[config.mk]
export PLATFORM = sky130hd
export DESIGN_NAME = psum_accum
export DESIGN_NICKNAME = d
export VERILOG_FILES = /design/src/rtl/psum_accum.sv
export SDC_FILE = /design/constraint.sdc
export NUM_CORES = 1
export LEC_CHECK = 0
export BUFFER_PORTS_ARGS = -buffer_cell sky130_fd_sc_hd__buf_2
export CORE_MARGIN = 4
export CORE_UTILIZATION = 40
export DETAILED_ROUTE_END_ITERATION = 16
export SYNTH_ARGS = -nofsm -noshare
export SYNTH_HDL_FRONTEND = slang
export SYNTH_SLANG_ARGS = --single-unit
[constraint.sdc]
create_clock -name clk -period 9 [get_ports clk]
set_input_delay 0.45 -clock clk [delete_from_list [all_inputs] [get_ports clk]]
set_output_delay 0.45 -clock clk [all_outputs]
set_load 0.1 [all_outputs]
[src/rtl/psum_accum.sv]
module psum_accum #(
  parameter int N = 4,
  parameter int W = 32,
  localparam int TW = (N > 1) ? $clog2(N) : 1
) (
  input  logic           clk,
  input  logic           rst_n,
  input  logic           par_mode,
  input  logic [N-1:0]   req_valid,
  input  logic [N*W-1:0] req_inc,
  output logic [N-1:0]   rsp_valid,
  output logic [N*W-1:0] rsp_old,
  output logic [N*TW-1:0] rsp_tag,
  input  logic           host_wr,
  input  logic           host_rd,
  input  logic [W-1:0]   host_wdata,
  output logic [W-1:0]   host_rdata,
  output logic           host_ack,
  output logic           host_err
);

  logic [W-1:0] acc;
  logic [N-1:0] fire;
  logic [W-1:0] pre [N+1];
  logic         host_req;

  assign fire     = req_valid & {N{par_mode}};
  assign host_req = host_wr | host_rd;

  always_comb begin
    pre[0] = acc;
    for (int k = 0; k < N; k++)
      pre[k+1] = pre[k] + (fire[k] ? req_inc[k*W +: W] : '0);
  end

  for (genvar k = 0; k < N; k++) begin : g_tag
    assign rsp_tag[k*TW +: TW] = TW'(k);
  end

  always_ff @(posedge clk) begin
    if (!rst_n) begin
      acc        <= '0;
      rsp_valid  <= '0;
      rsp_old    <= '0;
      host_rdata <= '0;
      host_ack   <= 1'b0;
      host_err   <= 1'b0;
    end else begin
      rsp_valid <= fire;
      for (int k = 0; k < N; k++)
        if (fire[k]) rsp_old[k*W +: W] <= pre[k];
      host_err <= par_mode & host_req;
      host_ack <= ~par_mode & host_req;
      if (!par_mode && host_rd) host_rdata <= acc;
      if (par_mode)      acc <= pre[N];
      else if (host_wr)  acc <= host_wdata;
    end
  end

  for (genvar k = 0; k < N; k++) begin : g_chk
    a_r5_rsp_next_cycle: assert property (@(posedge clk) disable iff (!rst_n)
      (par_mode && req_valid[k]) |=> rsp_valid[k]);
    a_r11_serial_no_rsp: assert property (@(posedge clk) disable iff (!rst_n)
      (!par_mode) |=> !rsp_valid[k]);
  end

  a_r8_host_load: assert property (@(posedge clk) disable iff (!rst_n)
    (!par_mode && host_wr) |=> (acc == $past(host_wdata)) && host_ack);

  a_r10_locked: assert property (@(posedge clk) disable iff (!rst_n)
    (par_mode && host_req && req_valid == '0) |=> $stable(acc) && host_err && !host_ack);

  a_r11_serial_hold: assert property (@(posedge clk) disable iff (!rst_n)
    (!par_mode && !host_wr) |=> $stable(acc));

  a_r9_ack_err_excl: assert property (@(posedge clk) disable iff (!rst_n)
    $onehot0({host_ack, host_err}));

endmodule

Word-level counts from Yosys, hierarchy flattened. Cells that the tools add are included. Widths: inputs -> output; s select.

Register bits after elaboration: 198. Input port bits: 169. Output and inout bits: 174. Word-level logic and storage cells: 27.

Add/sub/neg operators: 4. Mux-type cells: 6. Bitwise operators: 5. Reductions and logical operators: 3.

Operators by type and width (count): $mux 32 (6); $add 32x32->32 (4); $and 4x4->4 (1); $and 1x1->1 (2); $reduce_bool 2->1 (1); $logic_and 1x1->1 (1); $logic_not 1->1 (1); $not 1->1 (1); $or 1x1->1 (1).

Longest topological paths before layout. Gate-level depths: netlist (run 1).

Depth after elaboration: 7. Mapped depth: 43.

Least setup slack after synthesis (run 1). Ideal clock, no wire load.

Path kind: in2reg. Start: input port par_mode. End: register acc[31]. Setup time: 103 ps. Arrival: 8139 ps. Setup slack: 757 ps. Stages: 41. Buffers on the path: 3. Path through: clkbuf_1 > buf_1 > clkbuf_1 > and3_1 > ha_1 > fa_1 > a21o_1 > a21oi_1 > o21ai_0 > and2b_2 > a211o_1 > a21oi_1 > xnor2_1 > ha_1 > a211oi_1 > nor2_1 > o41ai_1 > nand2_1 > [5 not listed] > o21bai_1 > a21o_1 > a21oi_1 > o21bai_1 > a21oi_1 > o21ai_0 > a211o_1 > and3_1 > ha_1 > and2_1 > nand4_1 > inv_1 > a31oi_1 > o31ai_1 > nor4b_1 > a41oi_1 > and3_1 > a2111oi_2.

RTL lines: from (decl) (RTL line 8) `input logic par_mode,`; to (signal assigned) (RTL line 55) `if (par_mode) acc <= pre[N];`; to (signal assigned) (RTL line 56) `else if (host_wr) acc <= host_wdata;`; to (decl) (RTL line 22) `logic [W-1:0] acc;`.

==> results.json, run 1 <==
{
  "outcome": "complete, no violations",
  "hold_viol_final": 0,
  "post_drt_via_cell_ratio": 5.59,
  "clock_skew_ns": 0.0181,
  "dp_hpwl_microns": 44900,
  "min_path_cells": 3,
  "drt_wl_total_microns": 56300,
  "ys.flop_type": "dfxtp_1",
  "cts_tree": "done",
  "drive_gt1_frac": 0.195,
  "fin_ws_ns": 0.592,
  "drtPass1Iterations": 5,
  "critical_path.slowest_cell": "a2111oi_0",
  "async_reset_ff_frac": 0,
  "drt_iter0_markers": 1190,
  "netlist.area_leader.share": 0.277,
  "route.detailed.drc": 0,
  "critical-path-top-delay-family": "compound AO/OA/AOI/OAI gates",
  "cts_buffers": 17,
  "report.final.setup_viol": 0,
  "clk_path_buf_depth": 2,
  "coreArea_sq_um": 35400,
  "leakage_nw": 8.62,
  "synth.yosys.seq_area_share": 0.277,
  "r2r-end": "acc[31]$_SDFFE_PN0P_",
  "post_cts_buffers": 0,
  "layout_common_cells": "333 x buf_2, 315 x nand2_1, 225 x a21oi_1",
  "ff2ff_path_depth": 31,
  "rsz0062_at_grt": "no",
  "antenna_found_initial": 0,
  "worstHoldEndpoint": "host_ack$_SDFF_PN0_",
  "initial_core_util": 0.404,
  "tightestPinTransition_ns": 1.12,
  "gp_congestion": 0.985,
  "cp_common_cell": "a21oi_1",
  "dp_slack_ns": 0.201,
  "path_class": "register to register",
  "grt_pass1_wl_microns": 83200,
  "die_w_microns": 197,
  "synth_warnings": 0,
  "clk_pin_slew_worst_paths_ns": 0.09,
  "min_period_over_period": 0.934,
  "achievable-frequency_mhz": 119,
  "avgSynthCellArea_sq_um": 7.59,
  "numPortBuffers": 334,
  "htreeDepth": 4,
  "root_buffer": "clkbuf_16",
  "critPathArrivalTime_ns": 8.78,
  "insertion_delay_ns": 0.47,
  "die_area_sq_um": 38900,
  "ys_types": 72,
  "relSlewSlack": 0.249,
  "cts.sinks": 198,
  "max_stage_delay_ns": 0.51,
  "rows": 69,
  "hold_start": "host_rd",
  "tns_ns": 0,
  "layout_min_cycle_time_ns": 8.41,
  "drv_slew": 0,
  "grt_pass1_vias": 13700,
  "regToRegSetupSlack_ns": 0.59,
  "start_kind": "register",
  "grt_max_degree": 99,
  "cp_max_fo": 7,
  "top_level_ports": 343,
  "yosysTopAreaCell": "dfxtp_1",
  "die_h_microns": 197,
  "grt_overflow_total": 0,
  "p_per_area_nw_per_um2": 259,
  "worst_r2r_startpoint": "acc[0]$_SDFFE_PN0P_",
  "track_usage": 0.278,
  "cp_num_buf_inv": 1,
  "cp_data_required_time_ns": 9.37,
  "diodes": 0,
  "ant_nets": 0,
  "synthTopCellsByArea": "dfxtp_1 28%, ha_1 11%, nand2_1 8.3%",
  "wire_per_inst_microns": 21.3,
  "syn_to_final_growth_pct": 18.8,
  "vdd_drop_max_v": 0.000162,
  "syn-cell-area_sq_um": 14300,
  "final_common_cell": "buf_2",
  "syn_inst": 1887,
  "layout.nets": 2462,
  "holdCritPathClass": "input port to register",
  "synth_edf_count": 0,
  "end_kind": "register",
  "vias": 14800,
  "synth-seq-cells": 198,
  "cap_violations": 0
}
-- area by class of cell --
| type | count | area (sq um) |
|---|---|---|
| Inverter | 47 | 179 |
| Clock inverter | 14 | 161 |
| Sequential cell | 198 | 3960 |
| Multi-Input combinational cell | 1533 | 9760 |
| Timing Repair Buffer | 368 | 1930 |
| Clock buffer | 18 | 429 |
| Tap cell | 461 | 577 |
| Fill cell | 3625 | 18400 |
-- registers in the layout, indices dropped and copies added (netlist names) --
| name | cells |
|---|---|
| rsp_valid | 4 |
| host_rdata | 32 |
| acc | 32 |
| rsp_old | 128 |
| host_ack | 1 |
| host_err | 1 |
-- per-layer routing --
layer	up-vias	GRT usage	wire length [microns]
li1	7272	-	-
met1	6917	0.402	26600
met2	516	0.434	24700
met3	55	0.0404	3720
met4	0	0.0760	1300
met5	-	0	0
-- kinds of logic after synthesis --
| group | synth area share |
|---|---|
| buffers and inverters | 0.0446 |
| DFF | 0.277 |
| xor gates and xnor gates | 0.0612 |
| AOI/OAI and AO/OA | 0.232 |
| and+or+nand+nor | 0.239 |
| muxes | 0.0314 |
| adders and majority gates | 0.114 |
| other | 0.000525 |
-- cell usage after synthesis (23+ instances only) --
library cell  number
inv_1             46
xor2_1            27
o21ai_0           60
xnor2_1           73
nor2_1           115
dfxtp_1          198
clkbuf_1          87
and3_1           148
nand3_1           29
nor2b_1           23
a21o_1            74
a21oi_1          226
nor3_1            25
mux2i_1           37
ha_1             124
a211oi_1          47
nand2_1          315
-- where the power goes --
part | internal, mW | total, mW | switching (mW)
sequential | 0.982 | 1.11 | 0.128
combinational | 0.752 | 2.49 | 1.74
clock | 0.373 | 0.795 | 0.422
total | 2.11 | 4.40 | 2.29
-- how the worst max path moves through the flow --
stage	start	end	cells after the start
final	acc[0]$_SDFFE_PN0P_	acc[31]$_SDFFE_PN0P_	31
after floorplan	par_mode	acc[31]$_SDFFE_PN0P_	41
after global routing	acc[0]$_SDFFE_PN0P_	acc[31]$_SDFFE_PN0P_	38
after detailed placement	par_mode	acc[31]$_SDFFE_PN0P_	40
after CTS	acc[0]$_SDFFE_PN0P_	acc[31]$_SDFFE_PN0P_	38
after global placement	par_mode	acc[31]$_SDFFE_PN0P_	40
-- per-stage QoR --
stage	util	cell area (sq um)	instances	power, mW	hold slack, ns
after floorplan	-	14300	1893	2.82	0.458
after global placement	0.463	16400	2607	3.57	0.440
after detailed placement	0.463	16400	2607	3.58	0.444
after CTS	0.480	17000	2639	4.37	0.313
after global routing	0.480	17000	2639	4.61	0.342
final	0.480	17000	2639	4.40	0.337
-- what timing repair did --
item	in CTS	in global routing
setup endpoints to repair	0	2
resized for setup	0	8
hold buffers	0	0
-- worst register-to-register path, delay by kind of cell (launching register included) --
| family | cells | cell delay [ns] |
|---|---|---|
| DFF | 1 | 0.40 |
| and+or+nand+nor | 5 | 0.97 |
| buffers and inverters | 1 | 0.07 |
| adders and majority gates | 5 | 1.71 |
| AOI/OAI and AO/OA | 18 | 4.61 |
| xor gates and xnor gates | 2 | 0.56 |
Power figures use the tool's default switching activity.
==> run 2, diff against run 1 <==
Settings changed: RECOVER_POWER set to 100.
==> results.json, run 2 (same netlist as run 1, synthesis figures left out) <==
{
  "outcome": "finished, violations left",
  "violations": "max-capacitance violations, max-slew violations",
  "power.total_mw": 4.36,
  "gp_congestion": 0.985,
  "area.sequential_sq_um": 3960,
  "insertion_delay_ns": 0.47,
  "post_drt_via_cell_ratio": 5.58,
  "multi_input_area_sq_um": 9760,
  "coreArea_sq_um": 35400,
  "critPathArrivalTime_ns": 8.79,
  "grt_pass1_wl_microns": 83200,
  "ant_nets": 0,
  "hold_viol_final": 0,
  "min_period_over_period": 0.935,
  "initial_core_util": 0.404,
  "path_class": "input port to register",
  "route.detailed.drc": 0,
  "tns_ns": 0,
  "antenna_found_initial": 0,
  "ff2ff_path_depth": 31,
  "layout_min_cycle_time_ns": 8.42,
  "end_kind": "register",
  "post_cts_buffers": 0,
  "layoutNonFillerInstCount": 2639,
  "clk_pin_slew_worst_paths_ns": 0.09,
  "worstHoldEndpoint": "host_ack$_SDFF_PN0_",
  "layout_common_cells": "315 x nand2_1, 225 x a21oi_1, 198 x dfxtp_1",
  "tightestPinTransition_ns": 2.08,
  "critical_path.slowest_cell": "or3_1",
  "final_common_cell": "nand2_1",
  "numPortBuffers": 334,
  "reg_top3": "rsp_old (128), acc (32), host_rdata (32)",
  "p_per_area_nw_per_um2": 260,
  "report.final.setup_viol": 0,
  "syn_to_final_growth_pct": 17.1,
  "r2r-end": "acc[31]$_SDFFE_PN0P_",
  "relSlewSlack": -0.385,
  "die_area_sq_um": 38900,
  "die_h_microns": 197,
  "largest_reg_flops": 128,
  "drive_gt1_frac": 0.115,
  "root_buffer": "clkbuf_16",
  "cap_violations": 3,
  "cp_max_fo": 27,
  "drt_wl_total_microns": 56300,
  "hold_start": "host_rd",
  "grt_pass1_vias": 13700,
  "rows": 69,
  "holdCritPathClass": "input port to register",
  "cp_common_cell": "o21ai_0",
  "worst_r2r_startpoint": "acc[0]$_SDFFE_PN0P_",
  "clock_skew_ns": 0.0161,
  "cts.sinks": 198,
  "cts_tree": "done",
  "dp.cells": 2607,
  "largest-register": "rsp_old",
  "drt_iter0_markers": 1146,
  "grt_max_degree": 99,
  "top_level_ports": 343,
  "grt_overflow_total": 0,
  "leakage_nw": 7.90,
  "dp_hpwl_microns": 44900,
  "track_usage": 0.278,
  "achievable-frequency_mhz": 119,
  "vias": 14700,
  "drtPass1Iterations": 6,
  "vdd_drop_max_v": 0.000161,
  "cts_buffers": 17,
  "fillers": 3732,
  "cp_data_required_time_ns": 9.37,
  "wire_per_inst_microns": 21.3,
  "start_kind": "input port",
  "rsz0062_at_grt": "no",
  "htreeDepth": 4,
  "min_path_cells": 3,
  "die_w_microns": 197,
  "clk_path_buf_depth": 2,
  "max_stage_delay_ns": 0.40,
  "diodes": 0,
  "layout.nets": 2462,
  "regToRegSetupSlack_ns": 0.59,
  "drv_slew": 178
}
run 2: cell types whose count changed in the layout (fill, tap and decap cells not counted):
| cell | before | now |
|---|---|---|
| o21bai_1 | 15 | 16 |
| inv_4 | 1 | 0 |
| mux2_1 | 0 | 1 |
| buf_4 | 35 | 28 |
| clkbuf_2 | 0 | 1 |
| clkbuf_1 | 1 | 174 |
| mux2_2 | 7 | 6 |
| clkinvlp_2 | 0 | 1 |
| buf_2 | 333 | 166 |
| and2_1 | 8 | 7 |
| and2_0 | 0 | 1 |
| o21bai_2 | 1 | 0 |
run 2: worst max path at each step:
stage                         from  slack, ns              endpoint  depth (start not counted)
6_report                  par_mode       0.58  acc[31]$_SDFFE_PN0P_                         42
5_1_grt        acc[0]$_SDFFE_PN0P_      0.008  acc[31]$_SDFFE_PN0P_                         38
4_1_cts        acc[0]$_SDFFE_PN0P_       0.50  acc[31]$_SDFFE_PN0P_                         38
3_5_place_dp              par_mode       0.20  acc[31]$_SDFFE_PN0P_                         40
3_3_place_gp              par_mode       0.41  acc[31]$_SDFFE_PN0P_                         40
2_1_floorplan             par_mode       0.76  acc[31]$_SDFFE_PN0P_                         41
run 2: timing repair:
| item | CTS | global route |
|---|---|---|
| endpoints found under the setup margin | 0 | 2 |
| resized for setup | 0 | 8 |
| hold buffers | 0 | 0 |
run 2: cell type report:
class                   count  share of cell area
clock inverters            14             0.00963
multi-input cells        1533               0.582
clock buffers              18              0.0256
inverters                  47              0.0106
well taps                 461              0.0344
repair buffers            368               0.101
flip-flops and latches    198               0.236
run 2: power by group:
group | switching (mW) | internal (mW) | leakage (nW) | total [mW]
sequential | 0.130 | 0.982 | 1.62 | 1.11
combinational | 1.74 | 0.718 | 6.00 | 2.45
clock | 0.420 | 0.373 | 0.281 | 0.793
total | 2.29 | 2.07 | 7.90 | 4.36
run 2: per-layer routing:
layer | wire length, microns | global-route usage | share of wire | vias up
met1 | 26600 | 0.402 | 0.47 | 6889
met5 | 0 | 0 | 0 | -
met2 | 24600 | 0.434 | 0.44 | 515
met4 | 1340 | 0.0760 | 0.024 | 0
met3 | 3750 | 0.0404 | 0.067 | 57
li1 | - | - | - | 7266
run 2: worst max-delay path, delay by kind of cell:
family / cells / cell delay, ns
buffers and inverters: 6 / 1.06
adder cells (fa/ha/maj): 4 / 1.35
XOR/XNOR: 2 / 0.32
AO/OA/AOI/OAI: 18 / 3.11
AND/OR/NAND/NOR: 12 / 2.51
run 2: stage by stage:
step | setup slack (ns) | cell area [sq um] | util | hold WS, ns
2_1_floorplan | 0.757 | 14300 | - | 0.458
3_3_place_gp | 0.415 | 16400 | 0.463 | 0.440
3_5_place_dp | 0.201 | 16400 | 0.463 | 0.444
4_1_cts | 0.504 | 17000 | 0.480 | 0.313
5_1_grt | 0.00775 | 16800 | 0.474 | 0.342
6_report | 0.582 | 16800 | 0.474 | 0.324
==> run 3, diff against run 2 <==
Settings changed: CORE_MARGIN 4 to 2, CORE_UTILIZATION 40 to 44, PLACE_DENSITY set to 0.68.
==> results.json, run 3 (same netlist as run 1, synthesis figures left out) <==
{
  "gp_congestion": 0.976,
  "tightestPinTransition_ns": 4.45,
  "critPathArrivalTime_ns": 8.68,
  "max_stage_delay_ns": 0.44,
  "final_common_cell": "nand2_1",
  "coreArea_sq_um": 32300,
  "timing.hold.ws_ns": 0.316,
  "cp_max_fo": 7,
  "die_w_microns": 184,
  "layout_min_cycle_time_ns": 8.32,
  "hold_viol_final": 0,
  "die_area_sq_um": 34000,
  "wire_per_inst_microns": 20.2,
  "diodes": 0,
  "cts_buffers": 17,
  "dp_hpwl_microns": 41300,
  "multi_input_area_sq_um": 9760,
  "vdd_drop_max_v": 0.000160,
  "ant_nets": 0,
  "area.sequential_sq_um": 3970,
  "cp_data_required_time_ns": 9.36,
  "violations": "max-capacitance violations, max-slew violations",
  "largest-register": "rsp_old",
  "p_per_area_nw_per_um2": 260,
  "rows": 66,
  "die_h_microns": 184,
  "relSlewSlack": -1.97,
  "cp_common_cell": "a21oi_1",
  "post_drt_via_cell_ratio": 5.72,
  "route.detailed.drc": 0,
  "critical-path-top-delay-family": "compound AO/OA/AOI/OAI gates",
  "layout_common_cells": "315 x nand2_1, 225 x a21oi_1, 197 x dfxtp_1",
  "layout.nets": 2449,
  "cap_violations": 2,
  "drv_slew": 148,
  "reg_top3": "rsp_old (128), acc (32), host_rdata (32)",
  "insertion_delay_ns": 0.46,
  "place_area_sq_um": 16300,
  "path_class": "register to register",
  "clk_pin_slew_worst_paths_ns": 0.08,
  "drtPass1Iterations": 6,
  "track_usage": 0.300,
  "fillers": 3284,
  "drt_wl_total_microns": 52600,
  "numPortBuffers": 334,
  "critical_path.slowest_cell": "fa_1",
  "critPathLaunch": "acc[0]$_SDFFE_PN0P_",
  "clock_skew_ns": 0.0118,
  "drt_iter0_markers": 1084,
  "antenna_found_initial": 0,
  "min_period_over_period": 0.924,
  "drive_gt1_frac": 0.112,
  "cts_tree": "done",
  "grt_max_degree": 102,
  "cp_num_buf_inv": 2,
  "syn_to_final_growth_pct": 16.5,
  "holdCritPathClass": "input port to register",
  "htreeDepth": 4,
  "crit_end": "acc[31]$_SDFFE_PN0P_",
  "grt_pass1_wl_microns": 77200,
  "largest_reg_flops": 128,
  "leakage_nw": 7.88,
  "top_level_ports": 343,
  "grt_overflow_total": 0,
  "worst_r2r_startpoint": "acc[0]$_SDFFE_PN0P_",
  "start_kind": "register",
  "cts.sinks": 198,
  "outcome": "finished, violations left",
  "grt_pass1_vias": 13300,
  "end_kind": "register",
  "ff2ff_path_depth": 38,
  "design_area_sq_um": 16700,
  "path_depth": 38,
  "r2r-end": "acc[31]$_SDFFE_PN0P_",
  "vias": 14900,
  "root_buffer": "clkbuf_16",
  "report.final.setup_viol": 0,
  "regToRegSetupSlack_ns": 0.68,
  "clk_path_buf_depth": 2,
  "achievable-frequency_mhz": 120,
  "initial_core_util": 0.443,
  "final_util": 0.517
}
-- run 3: changes by cell type in the layout (fill, tap and decap cells not counted), sizes merged --
cell	previous run	this run
clkinvlp	3	0
inv	50	52
buf	194	187
bufinv	0	1
clkbuf	192	186
-- run 3: what timing repair did --
action | 4_1_cts | 5_1_grt
endpoints found under the setup margin | 0 | 3
gates resized for setup | 0 | 9
setup buffers | 0 | 1
hold buffers | 0 | 0
hold endpoints to repair | 0 | 0
-- run 3: area by class of cell --
class,count,area share
multi-input combinational,1533,0.585
sequential,198,0.238
timing repair buffer,355,0.0971
tap,442,0.0332
clock buffer,18,0.0257
inverter,47,0.0107
clock inverter,14,0.0107
-- run 3: routing by layer --
metal / part of all wire / up-vias / global-route usage / wire length (microns)
li1: - / 7234 / - / -
met1: 0.45 / 6915 / 0.418 / 23800
met3: 0.076 / 109 / 0.0484 / 4020
met5: 0 / - / 0 / 0
met4: 0.050 / 0 / 0.155 / 2620
met2: 0.42 / 659 / 0.446 / 22100
-- run 3: worst min-delay path by stage --
stage / startpoint / end / slack, ns / cells past startpoint
2_1_floorplan: acc[10]$_SDFFE_PN0P_ / host_rdata[10]$_SDFFE_PN0P_ / 0.46 / 2
3_3_place_gp: rsp_old[8]$_SDFFE_PN0N_ / rsp_old[8]$_SDFFE_PN0N_ / 0.44 / 2
3_5_place_dp: rsp_old[31]$_SDFFE_PN0N_ / rsp_old[31]$_SDFFE_PN0N_ / 0.44 / 2
4_1_cts: host_rd / host_err$_SDFF_PN0_ / 0.30 / 3
5_1_grt: host_rd / host_ack$_SDFF_PN0_ / 0.33 / 3
6_report: host_rd / host_ack$_SDFF_PN0_ / 0.32 / 3
-- run 3: through the flow --
step / setup TNS [ns] / total power, mW / worst slack [ns] / instances
2_1_floorplan: 0 / 2.82 / 0.757 / 1893
3_3_place_gp: 0 / 3.50 / 0.394 / 2574
3_5_place_dp: 0 / 3.51 / 0.177 / 2574
4_1_cts: 0 / 4.32 / 0.560 / 2606
5_1_grt: -0.0105 / 4.54 / -0.0105 / 2607
6_report: 0 / 4.34 / 0.684 / 2607
-- run 3: worst min-delay path: cells and delay by family --
kind	cells	cell delay, ns
buf+inv	1	0.10
compound gates	1	0.10
simple gates	1	0.09
-- run 3: power by group --
| part | internal, mW | total (mW) | switching, mW |
|---|---|---|---|
| registers | 0.983 | 1.11 | 0.132 |
| clock network | 0.400 | 0.805 | 0.405 |
| logic | 0.708 | 2.42 | 1.71 |
